`src/rtl/bfc_pkg.sv`:
```
// Package: shared types for the branch fetch steering controller.
// Assumes a 4-byte instruction size throughout.
package bfc_pkg;
    typedef enum logic {
        POL_PREDICT_NT = 1'b0,
        POL_DELAY_SLOT = 1'b1
    } policy_e;

    localparam int INSTR_BYTES = 4;
endpackage

```
`src/rtl/bfc_target.sv`:
```
// Module: bfc_target
// Computes the branch target as branch address + instruction size + offset.
// Assumes the offset is two's complement in AW bits; the sum wraps modulo 2^AW.
module bfc_target #(
    parameter int AW = 32
) (
    input  logic [AW-1:0] br_pc,
    input  logic [AW-1:0] br_offset,
    output logic [AW-1:0] target
);
    localparam logic [AW-1:0] STEP = AW'(bfc_pkg::INSTR_BYTES);

    // Target adder.
    always_comb begin
        target = br_pc + STEP + br_offset;
    end
endmodule

```
`src/rtl/bfc_squash.sv`:
```
// Module: bfc_squash
// Builds the squash mask for the DEPTH instructions fetched behind a
// resolving branch. Bit 0 is the slot directly after the branch.
// Assumes the younger instructions sit in age order in the pipe.
module bfc_squash #(
    parameter int DEPTH = 3
) (
    input  logic              resolve,
    input  logic              taken,
    input  logic              cancel,
    input  bfc_pkg::policy_e  policy,
    output logic [DEPTH-1:0]  kill
);
    import bfc_pkg::*;

    logic slot_mode;

    // Policy decode.
    always_comb begin
        slot_mode = (policy == POL_DELAY_SLOT);
    end

    for (genvar i = 0; i < DEPTH; i++) begin : g_bit
        if (i == 0) begin : g_slot
            // Slot: dropped on a taken predict-not-taken branch or an untaken canceling one.
            always_comb begin
                kill[i] = resolve && (slot_mode ? (cancel && !taken) : taken);
            end
        end else begin : g_young
            // Deeper instructions: dropped on any taken branch.
            always_comb begin
                kill[i] = resolve && taken;
            end
        end
    end
endmodule

```
`src/rtl/bfc_pc_reg.sv`:
```
// Module: bfc_pc_reg
// Holds the fetch PC and chooses the next one: the redirect target first,
// then a hold on stall, else a sequential step.
// Assumes RESET_PC is aligned to the instruction size.
module bfc_pc_reg #(
    parameter int              AW       = 32,
    parameter logic [AW-1:0]   RESET_PC = '0
) (
    input  logic          clk,
    input  logic          rst_n,
    input  logic          redirect,
    input  logic          hold,
    input  logic [AW-1:0] target,
    output logic [AW-1:0] pc,
    output logic [AW-1:0] next_pc
);
    localparam logic [AW-1:0] STEP = AW'(bfc_pkg::INSTR_BYTES);

    // Next-address select.
    always_comb begin
        if (redirect)  next_pc = target;
        else if (hold) next_pc = pc;
        else           next_pc = pc + STEP;
    end

    // PC register with synchronous reset.
    always_ff @(posedge clk) begin
        if (!rst_n) pc <= RESET_PC;
        else        pc <= next_pc;
    end
endmodule

```
`src/rtl/branch_fetch_ctrl.sv`:
```
// Module: branch_fetch_ctrl
// Steers fetch around conditional branches under either policy: predict-not-taken
// or a single delay slot with canceling support.
// Assumes an outcome arrives with exactly DEPTH younger instructions fetched.
module branch_fetch_ctrl #(
    parameter int             AW       = 32,
    parameter int             DEPTH    = 3,
    parameter logic [AW-1:0]  RESET_PC = '0
) (
    input  logic             clk,
    input  logic             rst_n,
    input  logic             policy_i,
    input  logic             stall_i,
    input  logic             br_resolve_i,
    input  logic             br_taken_i,
    input  logic             br_cancel_i,
    input  logic [AW-1:0]    br_pc_i,
    input  logic [AW-1:0]    br_offset_i,
    output logic [AW-1:0]    pc_o,
    output logic [AW-1:0]    next_pc_o,
    output logic             redirect_o,
    output logic             fetch_hold_o,
    output logic [DEPTH-1:0] kill_o
);
    import bfc_pkg::*;

    logic [AW-1:0] target;
    policy_e       policy;

    // Redirect, hold and policy decode.
    always_comb begin
        policy       = policy_e'(policy_i);
        redirect_o   = br_resolve_i && br_taken_i;
        fetch_hold_o = stall_i && !redirect_o;
    end

    bfc_target #(.AW(AW)) u_target (
        .br_pc     (br_pc_i),
        .br_offset (br_offset_i),
        .target    (target)
    );

    bfc_squash #(.DEPTH(DEPTH)) u_squash (
        .resolve (br_resolve_i),
        .taken   (br_taken_i),
        .cancel  (br_cancel_i),
        .policy  (policy),
        .kill    (kill_o)
    );

    bfc_pc_reg #(.AW(AW), .RESET_PC(RESET_PC)) u_pc (
        .clk      (clk),
        .rst_n    (rst_n),
        .redirect (redirect_o),
        .hold     (fetch_hold_o),
        .target   (target),
        .pc       (pc_o),
        .next_pc  (next_pc_o)
    );
endmodule

```
`config.mk`:
```
export PLATFORM = sky130hd
export DESIGN_NAME = branch_fetch_ctrl
export DESIGN_NICKNAME = d
export VERILOG_FILES = /design/src/rtl/bfc_pkg.sv /design/src/rtl/bfc_target.sv /design/src/rtl/bfc_squash.sv /design/src/rtl/bfc_pc_reg.sv /design/src/rtl/branch_fetch_ctrl.sv
export SDC_FILE = /design/constraint.sdc
export NUM_CORES = 1
export LEC_CHECK = 0
export ABC_AREA = 1
export BUFFER_PORTS_ARGS = -buffer_cell sky130_fd_sc_hd__buf_4
export CORE_MARGIN = 4
export CORE_UTILIZATION = 45
export CTS_CLUSTER_DIAMETER = 100
export DETAILED_ROUTE_END_ITERATION = 16
export GPL_TIMING_DRIVEN = 0
export PLACE_DENSITY_LB_ADDON = 0.05
export SLEW_MARGIN = 20
export SYNTH_ARGS = -nofsm -noshare
export SYNTH_HDL_FRONTEND = slang
export SYNTH_HIERARCHICAL = 1
export SYNTH_SLANG_ARGS = --single-unit
```
`constraint.sdc`:
```
create_clock -name clk -period 6.4 [get_ports clk]
set_input_delay 0.32 -clock clk [delete_from_list [all_inputs] [get_ports clk]]
set_output_delay 0.32 -clock clk [all_outputs]
set_load 0.02 [all_outputs]
```
==> results by group <==
Finish
  • N_diodes: 0
  • Most frequent cells in the layout: nand2_1, buf_4, inv_1
  • Share of cells above drive strength 1: 22.9%
  • Biggest regs: u_pc/pc x32
  • Fillcell total: 1213
  • Largest Register: u_pc/pc
  • Sequential cell area: 641 um^2
  • Largest register FFs: 32
  • Final Net Count: 1143
  • Final Instance Area: 0.00625 mm^2
  • Most common cell after layout, fill and taps aside: nand2_1
  • Area of the multi-input gates: 0.00369 mm^2
  • Syn-to-layout area delta: 26.5%

Critical path
  • Critical setup path kind: in -> out
  • Critical Path Sink Type: output port
  • RR Startpoint: u_pc/pc[2]
  • Worst R2R Path Depth: 9
  • Crit path DAT: 2730 ps
  • Max FO, Critical Path: 4
  • Worst path required time: 6080 ps
  • CP startpoint kind: input port
  • R2r endpoint: u_pc/pc[26]
  • Reg2reg setup slack: 4720 ps

Detailed routing
  • Routed Antenna Nets: 0
  • Via count: 5458
  • Starting DRT DRC Count: 248
  • First-pass DRT Iterations: 5
  • DRC viols: 0
  • Routed wire length: 13500 um
  • Routed vias/inst: 4.75
  • Wire per inst: 11.8 um

Power
  • Worst vdd ir: 0.105 mV
  • Pwr dens: 152 mW/mm^2
  • Pwr Total: 0.000953 W
  • P_leak: 3.64 nW

STA
  • Worst-Margin Slew: 646 ps
  • Post-route setup TNS: 0 ps
  • Clk_skew: 9.90 ps
  • RSZ-0062 raised after global routing: no
  • Crit path time final: 3050 ps
  • F_max: 328 MHz
  • Hold Vio Cnt, Final: 0
  • Final period util: 47.6%
  • Slew margin rel.: 56.9%
  • Slew Limit Fails: 0
  • Final setup fails: 0

Min path
  • Worst Min Path Start: rst_n
  • Hold Path End: u_pc/pc[9]
  • Hold Path Stages: 2
  • Worst hold-check path type: in -> reg

CTS
  • Clock slew at reported path FFs: 70 ps
  • Setup bufs post-CTS: 0
  • CTS H-tree lvls: 2
  • Post-CTS Hold Fix Bufs: 0
  • CTS tree: done
  • Clock buffer depth: 2
  • Count of clock tree sinks: 32
  • PostCTS Resize Cnt: 0
  • Root Buffer: clkbuf_8
  • CTS Buf Count: 5
  • Clk_lat worst skew: 280 ps

Synth
  • Post-synth EDFFs: 0
  • Warnings, synthesis: 6
  • Avg Inst Size Synth: 5.73 um^2
  • Post-Syn Nets: 997
  • Register area share after synthesis: 13.0%
  • Synthesized instance count: 863
  • #FFs+latches synth: 32
  • Post-synthesis cell area: 0.00494 mm^2
  • Async SR Flop Fraction: 0%
  • Library cells used by synthesis: 37
  • Top FF cell, synth: dfxtp_1

Run
  • Max-Cap Viols: 0

GRT
  • Busiest grt layer: met2
  • Largest net degree at the start of global routing: 11
  • First-pass GRT wire length: 22600 um
  • Met2 Use GR: 35.9%
  • GRT met1 Usage: 29.5%
  • Initial antenna violation count: 0
  • M3 GR Usage: 2.35%
  • GRT Util Overall: 21.2%
  • Grt total ovfl: 0
  • Vias in the first global route: 5007

Run status
  • Outcome: finished, final reports clean

Die
  • Core Box Area: 0.0108 mm^2
  • Site row count: 38
  • Die Width: 113 um
  • Die H: 113 um
  • Area of the die: 0.0127 mm^2
  • # IOs: 140
  • Starting Density: 45.8%

Place
  • I/O Buffers: 139
  • Post-DP HPWL: 11800 um
  • GP Congestion: 0.893
  • DP Area: 0.00616 mm^2
-- where the power goes --
group / total [W] / leakage (nW) / internal [W] / switching (W)
Combinational: 0.000550 / 3.32 / 0.000217 / 0.000333
Sequential: 0.000239 / 0.262 / 0.000216 / 0.0000222
Clock: 0.000164 / 0.0510 / 0.0000858 / 0.0000786
Total: 0.000953 / 3.64 / 0.000519 / 0.000434
-- cells in the mapped netlist, types with 2 or more instances --
| cell type | instances | area, um^2 |
|---|---|---|
| a21oi_2 | 7 | 61.3 |
| o21bai_1 | 3 | 22.5 |
| buf_4 | 2 | 15.0 |
| buf_2 | 3 | 15.0 |
| nand3b_1 | 2 | 15.0 |
| or2_2 | 6 | 37.5 |
| o21ai_2 | 2 | 17.5 |
| ha_1 | 62 | 776 |
| nor3_2 | 5 | 50.1 |
| nor2_2 | 11 | 68.8 |
| dfxtp_1 | 32 | 641 |
| nand3_1 | 61 | 305 |
| nand3_2 | 8 | 80.1 |
| nand4_1 | 6 | 37.5 |
| xor2_1 | 18 | 158 |
| o21ai_1 | 5 | 25.0 |
| o21ai_0 | 8 | 40.0 |
| clkbuf_1 | 4 | 15.0 |
| nand2_1 | 321 | 1200 |
| nor3_1 | 2 | 10.0 |
| nor2_1 | 67 | 251 |
| a21o_1 | 2 | 15.0 |
| and2_1 | 4 | 25.0 |
| inv_2 | 12 | 45.0 |
| a21oi_1 | 38 | 190 |
| inv_1 | 136 | 510 |
| nor2_4 | 7 | 78.8 |
| nand3_4 | 2 | 35.0 |
| xnor2_1 | 2 | 17.5 |
| nand2_2 | 18 | 113 |
-- worst max-delay path by stage --
stage | startpoint | cells after the start | to
floorplan | br_pc_i[1] | 14 | next_pc_o[31]
finish | br_pc_i[1] | 17 | next_pc_o[21]
detailed placement | br_pc_i[1] | 17 | next_pc_o[21]
global route | br_pc_i[1] | 17 | next_pc_o[21]
CTS | br_pc_i[1] | 17 | next_pc_o[21]
global placement | br_pc_i[1] | 17 | next_pc_o[21]
-- kinds of logic after synthesis --
logic type      synth area share [%]
compound gates                  7.67
xor+xnor                        3.54
fa+ha+maj                       16.1
buf+inv                         12.3
flops                           13.0
simple gates                    47.4
-- stage by stage --
step / setup WS (ps) / util, % / hold WS (ps) / std cells
floorplan: 3840 / - / 447 / 863
global placement: 3380 / 57.1 / 479 / 1142
detailed placement: 3370 / 57.1 / 490 / 1142
CTS: 3360 / 58.0 / 268 / 1150
global route: 3130 / 58.0 / 277 / 1150
finish: 3350 / 58.0 / 274 / 1150
-- per-layer routing --
layer	part of all wire (%)	vias up
met5	0	-
met4	1.2	0
met3	6.0	16
met2	45	151
met1	48	2323
li1	-	2968
-- worst max-delay path, cell delays in order --
cell     delay, ps
buf_4          110
ha_1           280
ha_1           260
fa_1           470
nand3_1        120
nand3_1        110
nand2_1        100
nand2_2         90
nand2_1         80
nand2_2         80
nand2_1         90
nand2_1         50
nand2_1         50
nand2_1         70
o21ai_1        230
inv_1           60
buf_4          160
-- cell type report --
class	count	area share, %
clock inverters	2	0.160
plain buffers	10	0.780
inverters	149	8.94
repair buffers	139	16.7
well taps	140	2.80
flip-flops and latches	32	10.2
multi-input cells	672	59.1
clock buffers	6	1.32
Power figures use the tool's default switching activity.
